**src/rtl/rtc_secs_pkg.sv**
```systemverilog
// Shared constants for the seconds counter RTC: register word indices,
// status bit positions and the posted-write record.
package rtc_secs_pkg;

    localparam int REG_W  = 32;
    localparam int ADDR_W = 3;

    localparam logic [ADDR_W-1:0] A_SECS   = 3'd0;
    localparam logic [ADDR_W-1:0] A_FRAC   = 3'd1;
    localparam logic [ADDR_W-1:0] A_ALM_HI = 3'd2;
    localparam logic [ADDR_W-1:0] A_ALM_LO = 3'd3;
    localparam logic [ADDR_W-1:0] A_CTRL   = 3'd4;
    localparam logic [ADDR_W-1:0] A_STAT   = 3'd5;
    localparam logic [ADDR_W-1:0] A_IEN    = 3'd6;

    localparam int CTRL_RUN = 3;

    localparam int ST_BUSY  = 10;
    localparam int ST_NEXT  = 9;
    localparam int ST_DONE  = 8;
    localparam int ST_WERR  = 7;
    localparam int ST_ALARM = 4;
    localparam int ST_NVAL  = 1;
    localparam int ST_SVIO  = 0;

    localparam logic [REG_W-1:0] IRQ_MASK =
        (REG_W'(1) << ST_NEXT) | (REG_W'(1) << ST_DONE) |
        (REG_W'(1) << ST_WERR) | (REG_W'(1) << ST_ALARM);

    // One posted write waiting for its commit tick.
    typedef struct packed {
        logic [ADDR_W-1:0] addr;
        logic [REG_W-1:0]  data;
    } post_t;

endpackage

```
**src/rtl/rtc_tick_sync.sv**
```systemverilog
// Brings the slow reference clock into the clk domain and emits a one-cycle
// tick on each of its rising edges.
// Assumes the slow clock is at least a few times slower than clk.
module rtc_tick_sync #(
    parameter int STAGES = 2
) (
    input  logic clk,
    input  logic rst_n,
    input  logic slow_clk_i,
    output logic tick_o
);

    logic [STAGES:0] shift_q;

    // Synchronizer chain with one extra stage for edge detection.
    always_ff @(posedge clk) begin
        if (!rst_n) shift_q <= '0;
        else        shift_q <= {shift_q[STAGES-1:0], slow_clk_i};
    end

    // Rising edge of the synchronized slow clock.
    assign tick_o = shift_q[STAGES-1] & ~shift_q[STAGES];

endmodule

```
**src/rtl/rtc_post_ctl.sv**
```systemverilog
// Posted write engine: it holds one accepted write, counts COMMIT_TICKS
// ticks, and then raises commit_o for one clock. A write request that
// arrives while a write is pending is rejected.
// Assumes req_i is high for one clock per bus write.
module rtc_post_ctl
    import rtc_secs_pkg::*;
#(
    parameter int COMMIT_TICKS = 4
) (
    input  logic              clk,
    input  logic              rst_n,
    input  logic              tick_i,
    input  logic              req_i,
    input  logic [ADDR_W-1:0] req_addr_i,
    input  logic [REG_W-1:0]  req_data_i,
    output logic              busy_o,
    output logic              commit_o,
    output logic              reject_o,
    output post_t             pend_o
);

    localparam int CNT_W = $clog2(COMMIT_TICKS + 1);
    localparam logic [CNT_W-1:0] LAST = CNT_W'(COMMIT_TICKS - 1);

    logic             busy_q;
    logic [CNT_W-1:0] cnt_q;
    post_t            pend_q;

    assign commit_o = busy_q & tick_i & (cnt_q == LAST);
    assign reject_o = req_i & busy_q;
    assign busy_o   = busy_q;
    assign pend_o   = pend_q;

    // Accept a write, count ticks while busy, and release on commit.
    always_ff @(posedge clk) begin
        if (!rst_n) begin
            busy_q <= 1'b0;
            cnt_q  <= '0;
            pend_q <= '0;
        end else if (commit_o) begin
            busy_q <= 1'b0;
            cnt_q  <= '0;
        end else if (req_i && !busy_q) begin
            busy_q      <= 1'b1;
            cnt_q       <= '0;
            pend_q.addr <= req_addr_i;
            pend_q.data <= req_data_i;
        end else if (busy_q && tick_i) begin
            cnt_q <= cnt_q + 1'b1;
        end
    end

endmodule

```
**src/rtl/rtc_timebase.sv**
```systemverilog
// Seconds and fraction counters with the alarm comparator. A load of either
// counter takes priority over counting. The alarm hit pulses on the first
// clock of a match.
module rtc_timebase
    import rtc_secs_pkg::*;
#(
    parameter int FRAC_BITS = 15
) (
    input  logic                 clk,
    input  logic                 rst_n,
    input  logic                 tick_i,
    input  logic                 run_i,
    input  logic                 ld_sec_i,
    input  logic                 ld_frac_i,
    input  logic [REG_W-1:0]     ld_data_i,
    input  logic [REG_W-1:0]     alm_hi_i,
    input  logic [FRAC_BITS-1:0] alm_lo_i,
    output logic [REG_W-1:0]     sec_o,
    output logic [FRAC_BITS-1:0] frac_o,
    output logic                 hit_o
);

    logic [REG_W-1:0]     sec_q;
    logic [FRAC_BITS-1:0] frac_q;
    logic                 match_q;
    logic                 step;
    logic                 wrap;
    logic                 match;

    assign step  = run_i & tick_i;
    assign wrap  = step & ~ld_frac_i & (frac_q == {FRAC_BITS{1'b1}});
    assign match = (alm_hi_i != {REG_W{1'b1}}) &&
                   (sec_q == alm_hi_i) && (frac_q == alm_lo_i);

    // Fraction: load, or advance by one per running tick.
    always_ff @(posedge clk) begin
        if (!rst_n)         frac_q <= '0;
        else if (ld_frac_i) frac_q <= ld_data_i[FRAC_BITS-1:0];
        else if (step)      frac_q <= frac_q + 1'b1;
    end

    // Seconds: load, or advance on fraction rollover.
    always_ff @(posedge clk) begin
        if (!rst_n)        sec_q <= '0;
        else if (ld_sec_i) sec_q <= ld_data_i;
        else if (wrap)     sec_q <= sec_q + 1'b1;
    end

    // Match history so that a match raises the hit only once.
    always_ff @(posedge clk) begin
        if (!rst_n) match_q <= 1'b0;
        else        match_q <= match;
    end

    assign hit_o  = match & ~match_q;
    assign sec_o  = sec_q;
    assign frac_o = frac_q;

endmodule

```
**src/rtl/rtc_secs.sv**
```systemverilog
// Top of the seconds counter RTC. It decodes the register bus, routes
// posted writes through the commit engine, and keeps the control,
// alarm, flag and interrupt-enable state.
// Assumes one-clock bus strobes and a violation_i that is synchronous to clk.
module rtc_secs
    import rtc_secs_pkg::*;
#(
    parameter int FRAC_BITS    = 15,
    parameter int COMMIT_TICKS = 4,
    parameter int SYNC_STAGES  = 2
) (
    input  logic              clk,
    input  logic              rst_n,
    input  logic              slow_clk_i,
    input  logic              violation_i,
    input  logic              bus_sel_i,
    input  logic              bus_we_i,
    input  logic [ADDR_W-1:0] bus_addr_i,
    input  logic [REG_W-1:0]  bus_wdata_i,
    output logic [REG_W-1:0]  bus_rdata_o,
    output logic              irq_o
);

    logic                 tick;
    logic                 wr;
    logic                 post_req;
    logic                 stat_wr;
    logic                 ien_wr;
    logic                 post_busy;
    logic                 post_commit;
    logic                 post_reject;
    post_t                pend;
    logic                 ld_sec;
    logic                 ld_frac;
    logic                 ld_hi;
    logic                 ld_lo;
    logic                 ld_ctrl;
    logic                 clr_pair;
    logic                 run_en;
    logic                 alarm_hit;
    logic [REG_W-1:0]     sec;
    logic [FRAC_BITS-1:0] frac;
    logic [REG_W-1:0]     alm_hi_q;
    logic [REG_W-1:0]     alm_lo_q;
    logic                 ctrl_run_q;
    logic                 seeded_q;
    logic                 st_done;
    logic                 st_werr;
    logic                 st_alarm;
    logic                 st_nval;
    logic                 st_svio;
    logic [REG_W-1:0]     ie_q;
    logic [REG_W-1:0]     status_w;

    assign wr       = bus_sel_i & bus_we_i;
    assign post_req = wr & (bus_addr_i <= A_CTRL);
    assign stat_wr  = wr & (bus_addr_i == A_STAT);
    assign ien_wr   = wr & (bus_addr_i == A_IEN);
    assign clr_pair = stat_wr & bus_wdata_i[ST_NVAL] & bus_wdata_i[ST_SVIO];

    assign ld_sec  = post_commit & (pend.addr == A_SECS);
    assign ld_frac = post_commit & (pend.addr == A_FRAC);
    assign ld_hi   = post_commit & (pend.addr == A_ALM_HI);
    assign ld_lo   = post_commit & (pend.addr == A_ALM_LO);
    assign ld_ctrl = post_commit & (pend.addr == A_CTRL);
    assign run_en  = ctrl_run_q & seeded_q;

    rtc_tick_sync #(.STAGES(SYNC_STAGES)) u_sync (
        .clk        (clk),
        .rst_n      (rst_n),
        .slow_clk_i (slow_clk_i),
        .tick_o     (tick)
    );

    rtc_post_ctl #(.COMMIT_TICKS(COMMIT_TICKS)) u_post (
        .clk        (clk),
        .rst_n      (rst_n),
        .tick_i     (tick),
        .req_i      (post_req),
        .req_addr_i (bus_addr_i),
        .req_data_i (bus_wdata_i),
        .busy_o     (post_busy),
        .commit_o   (post_commit),
        .reject_o   (post_reject),
        .pend_o     (pend)
    );

    rtc_timebase #(.FRAC_BITS(FRAC_BITS)) u_time (
        .clk       (clk),
        .rst_n     (rst_n),
        .tick_i    (tick),
        .run_i     (run_en),
        .ld_sec_i  (ld_sec),
        .ld_frac_i (ld_frac),
        .ld_data_i (pend.data),
        .alm_hi_i  (alm_hi_q),
        .alm_lo_i  (alm_lo_q[FRAC_BITS-1:0]),
        .sec_o     (sec),
        .frac_o    (frac),
        .hit_o     (alarm_hit)
    );

    // Alarm halves and the run bit, applied on commit.
    always_ff @(posedge clk) begin
        if (!rst_n) begin
            alm_hi_q   <= '1;
            alm_lo_q   <= '0;
            ctrl_run_q <= 1'b0;
        end else begin
            if (ld_hi)   alm_hi_q   <= pend.data;
            if (ld_lo)   alm_lo_q   <= pend.data;
            if (ld_ctrl) ctrl_run_q <= pend.data[CTRL_RUN];
        end
    end

    // The counter stays frozen until the seconds register has been written once.
    always_ff @(posedge clk) begin
        if (!rst_n)      seeded_q <= 1'b0;
        else if (ld_sec) seeded_q <= 1'b1;
    end

    // Sticky status flags: the setting event wins over a write-one clear.
    always_ff @(posedge clk) begin
        if (!rst_n) begin
            st_done  <= 1'b0;
            st_werr  <= 1'b0;
            st_alarm <= 1'b0;
            st_nval  <= 1'b1;
            st_svio  <= 1'b0;
        end else begin
            st_done  <= post_commit | (st_done  & ~(stat_wr & bus_wdata_i[ST_DONE]));
            st_werr  <= post_reject | (st_werr  & ~(stat_wr & bus_wdata_i[ST_WERR]));
            st_alarm <= alarm_hit   | (st_alarm & ~(stat_wr & bus_wdata_i[ST_ALARM]));
            st_nval  <= violation_i | (st_nval  & ~clr_pair);
            st_svio  <= violation_i | (st_svio  & ~clr_pair);
        end
    end

    // Interrupt enables are written immediately, masked to implemented bits.
    always_ff @(posedge clk) begin
        if (!rst_n)      ie_q <= '0;
        else if (ien_wr) ie_q <= bus_wdata_i & IRQ_MASK;
    end

    // Assemble the status word from live and sticky flags.
    always_comb begin
        status_w           = '0;
        status_w[ST_BUSY]  = post_busy;
        status_w[ST_NEXT]  = ~post_busy;
        status_w[ST_DONE]  = st_done;
        status_w[ST_WERR]  = st_werr;
        status_w[ST_ALARM] = st_alarm;
        status_w[ST_NVAL]  = st_nval;
        status_w[ST_SVIO]  = st_svio;
    end

    // Read data multiplexer.
    always_comb begin
        bus_rdata_o = '0;
        case (bus_addr_i)
            A_SECS:   bus_rdata_o = sec;
            A_FRAC:   bus_rdata_o = REG_W'(frac);
            A_ALM_HI: bus_rdata_o = alm_hi_q;
            A_ALM_LO: bus_rdata_o = alm_lo_q;
            A_CTRL:   bus_rdata_o[CTRL_RUN] = ctrl_run_q;
            A_STAT:   bus_rdata_o = status_w;
            A_IEN:    bus_rdata_o = ie_q;
            default:  bus_rdata_o = '0;
        endcase
    end

    assign irq_o = |(status_w & ie_q);

endmodule

```
**config.mk**
```make
export PLATFORM = sky130hd
export DESIGN_NAME = rtc_secs
export DESIGN_NICKNAME = d
export VERILOG_FILES = /design/src/rtl/rtc_secs_pkg.sv /design/src/rtl/rtc_tick_sync.sv /design/src/rtl/rtc_post_ctl.sv /design/src/rtl/rtc_timebase.sv /design/src/rtl/rtc_secs.sv
export SDC_FILE = /design/constraint.sdc
export NUM_CORES = 1
export LEC_CHECK = 0
export BUFFER_PORTS_ARGS = -buffer_cell sky130_fd_sc_hd__buf_2
export CAP_MARGIN = 20
export CORE_ASPECT_RATIO = 0.5
export CORE_UTILIZATION = 60
export CTS_CLUSTER_DIAMETER = 80
export DETAILED_ROUTE_END_ITERATION = 12
export GPL_TIMING_DRIVEN = 0
export PLACE_DENSITY = 0.8
export RECOVER_POWER = 25
export SLEW_MARGIN = 15
export SYNTH_ARGS = -nofsm -noshare
export SYNTH_HDL_FRONTEND = slang
export SYNTH_SLANG_ARGS = --single-unit
```
**constraint.sdc**
```tcl
create_clock -name clk -period 5.78 [get_ports clk]
set_clock_uncertainty 0.2 [all_clocks]
set_input_delay 0.578 -clock clk [delete_from_list [all_inputs] [get_ports clk]]
set_output_delay 0.578 -clock clk [all_outputs]
set_load 0.1 [all_outputs]
```
==> qor.csv <==
metric,value,unit
ctsHtreeMaxLevel,4,
min_path_type,in2reg,
crit_path_end_kind,output port,
grt_pass1_vias,8255,
syn_area_per_cell,7.857,um^2
status,finished with violations,
fin_cells,1377,
async_flop_share,0,
die_height,86.13,um
synth_top_area_cell,dfxtp_1,
syn-num-nets,1126,
fmax,0.2419,GHz
clock-root-buffer,clkbuf_16,
clkSlewWorstSetupHoldPaths,60,ps
path_class,in2out,
numCtsBuffers,17,
wirelength,30.53,mm
post-cts-setup-buffers,0,
avgViaCountPerCell,6.535,
drive_above_1_share,0.1123,
drcViolationCount,0,
synth_ff_type,dfxtp_1,
dp_hpwl,22.34,mm
syn_area,8493,um^2
timing.slew.headroom,-0.2206,
leakagePower,3.576,nW
maxCapViolCount,1,
setup_viol,0,
crit_chain,"clkbuf_1, clkbuf_1, inv_1, clkbuf_1, clkbuf_1, nor2_1, a21oi_1, nor2_1, buf_2",
wl_per_cell,22.17,um
cts_resized,0,
yosysWarnings,0,
p_per_area,272.9,nW/um^2
cts_tree,built,
cp_slowest_cell,clkbuf_1,
syn_inst,1081,
synth.top_cell.area_share,0.3889,
grtUsageTotal,0.4291,
ant_nets,0,
dpl.cell_count,1344,
grt_antenna_before_repair,1,
synth-seq-cells,165,
synth_edf_count,0,
nFillCells,1155,
clk_latency,450,ps
globalplace.congestion,1.030,
slew_violations,9,
cts_hold_buf,0,
first_pass_iters,6,
coreArea,13660,um^2
synth_cell_types,58,
place_area,9095,um^2
portBuffers,71,
total_power,2.649,mW
row_count,30,
arrival,3360,ps
hold_viol,0,
peakVddDrop,0.2576,mV
period_share,0.7151,
grt_max_degree,17,
violations,"capacitance limit, slew limit",
die_area,14660,um^2
crit_top_cell,clkbuf_1,
tightest_slew,1805,ps
grt_pass1_wl,46.21,mm
clock_sinks,165,
first_iter_violations,1448,
vias,8999,
design_area,9708,um^2
worstSetupStartpointType,input port,
pin_count,74,
die_x,170.3,um
cp_max_fo,10,
period_needed,4133,ps
fin_setup_tns,0,ps
fin_nets,1216,
start_util,0.6216,
cts.path.max_buffers,2,
synth-seq-area-share,0.3889,
netlist_top_cells_area,"dfxtp_1, nand2_1, a21oi_1, xnor2_1, nor2_1",
required,5000,ps
crit_path_max_incr_delay,610,ps
synthToLayoutAreaGrowth,14.30,%
overflow,0,
grt_setup_unrepaired,no,
path summary, 6_finish.rpt:
kind         cells past startpoint             from  slack, ps         endpoint
max                              9    bus_addr_i[1]       1650  bus_rdata_o[30]
min                              2      violation_i        160          st_nval
max reg2reg                      7  u_post.cnt_q[0]       2330     alm_hi_q[16]
min reg2reg                      1   u_time.match_q        220         st_alarm
power breakdown:
part	switching, mW	leakage [nW]	internal [mW]
Combinational	0.180	1.94	0.0557
Clock	0.498	0.298	0.746
Sequential	0.0207	1.33	1.15
cells by family after synthesis:
| kind of cell | count (synthesis) | synth area share |
|---|---|---|
| simple gates | 474 | 0.2628 |
| fa+ha+maj | 4 | 0.005893 |
| compound gates | 226 | 0.1556 |
| buf+inv | 112 | 0.05952 |
| flops | 165 | 0.3889 |
| mux | 43 | 0.06850 |
| xor+xnor | 57 | 0.05878 |
registers in the layout, indices dropped and copies added (netlist names):
register / count
u_time.sec_o: 32
st_nval: 1
alm_lo_q: 32
u_post.busy_o: 1
st_svio: 1
u_time.frac_o: 15
seeded_q: 1
alm_hi_q: 32
st_werr: 1
ctrl_run_q: 1
u_time.match_q: 1
st_alarm: 1
u_sync.shift_q: 3
u_post.pend_o: 35
ie_q: 4
st_done: 1
u_post.cnt_q: 3
synthesized netlist by cell type, types with 10 or more instances:
master	count
nor2b_1	11
mux4_2	12
a211oi_1	10
inv_1	24
nor4_1	10
mux2i_1	30
nand2_1	218
a21oi_1	105
dfxtp_1	165
nand3_1	52
or4_1	22
xor2_1	16
nand4_1	31
o21ai_1	14
o31ai_1	21
o21ai_0	28
clkbuf_1	69
a31oi_1	21
xnor2_1	41
nor2_1	81
layer usage:
layer  part of all wire  routed length (um)  track usage
met3               0.15                4557       0.1481
met4              0.037                1138       0.1843
met2               0.41               12390       0.6170
met1               0.40               12360       0.5793
met5             0.0029                  89      0.04348
layout make-up:
type	instances	area (um^2)	area share
Multi-Input combinational cell	804	4684	0.4825
Inverter	24	90.09	0.009280
Buffer	88	400.4	0.04124
Clock buffer	20	456.7	0.04704
Tap cell	192	240.2	0.02475
Sequential cell	165	3303	0.3403
Antenna cell	1	2.502	0.0002578
Timing Repair Buffer	71	352.8	0.03634
Clock inverter	12	177.7	0.01830
metrics by stage:
stage / util / hold slack (ps) / setup slack, ps
3_5_place_dp: 0.6657 / 217.6 / 1648
2_1_floorplan: - / 195.5 / 777.6
4_1_cts: 0.7121 / 163.7 / 1646
3_3_place_gp: 0.6652 / 209.2 / 1691
6_report: 0.7105 / 159.3 / 1647
5_1_grt: 0.7103 / 169.4 / 1453
worst max-delay path, delay by kind of cell:
kind                   cells  cell delay, ps
AO/OA/AOI/OAI              1              60
buffers and inverters      6            2420
AND/OR/NAND/NOR            2             280
placed cells by master (no fill, tap or decap), types with 5 or more instances in the layout:
master	Yosys	routed
inv_1	24	24
clkbuf_1	69	74
o22ai_1	5	5
buf_2	6	75
a21oi_1	105	105
xnor2_1	41	41
nor2b_1	11	11
nand3_1	52	52
buf_6	7	5
clkbuf_16	0	17
nand4_1	31	31
xor2_1	16	16
mux2i_1	30	30
or4_1	22	22
a311oi_1	6	6
o21ai_1	14	8
o21ai_0	28	34
nand2_1	218	218
nor4_1	10	10
nor2_1	81	81
nor3_1	7	7
dfxtp_1	165	165
mux4_2	12	12
o31ai_1	21	21
and2_1	7	6
a31oi_1	21	21
a211oi_1	10	10
or3_1	7	7
Power figures use the tool's default switching activity.
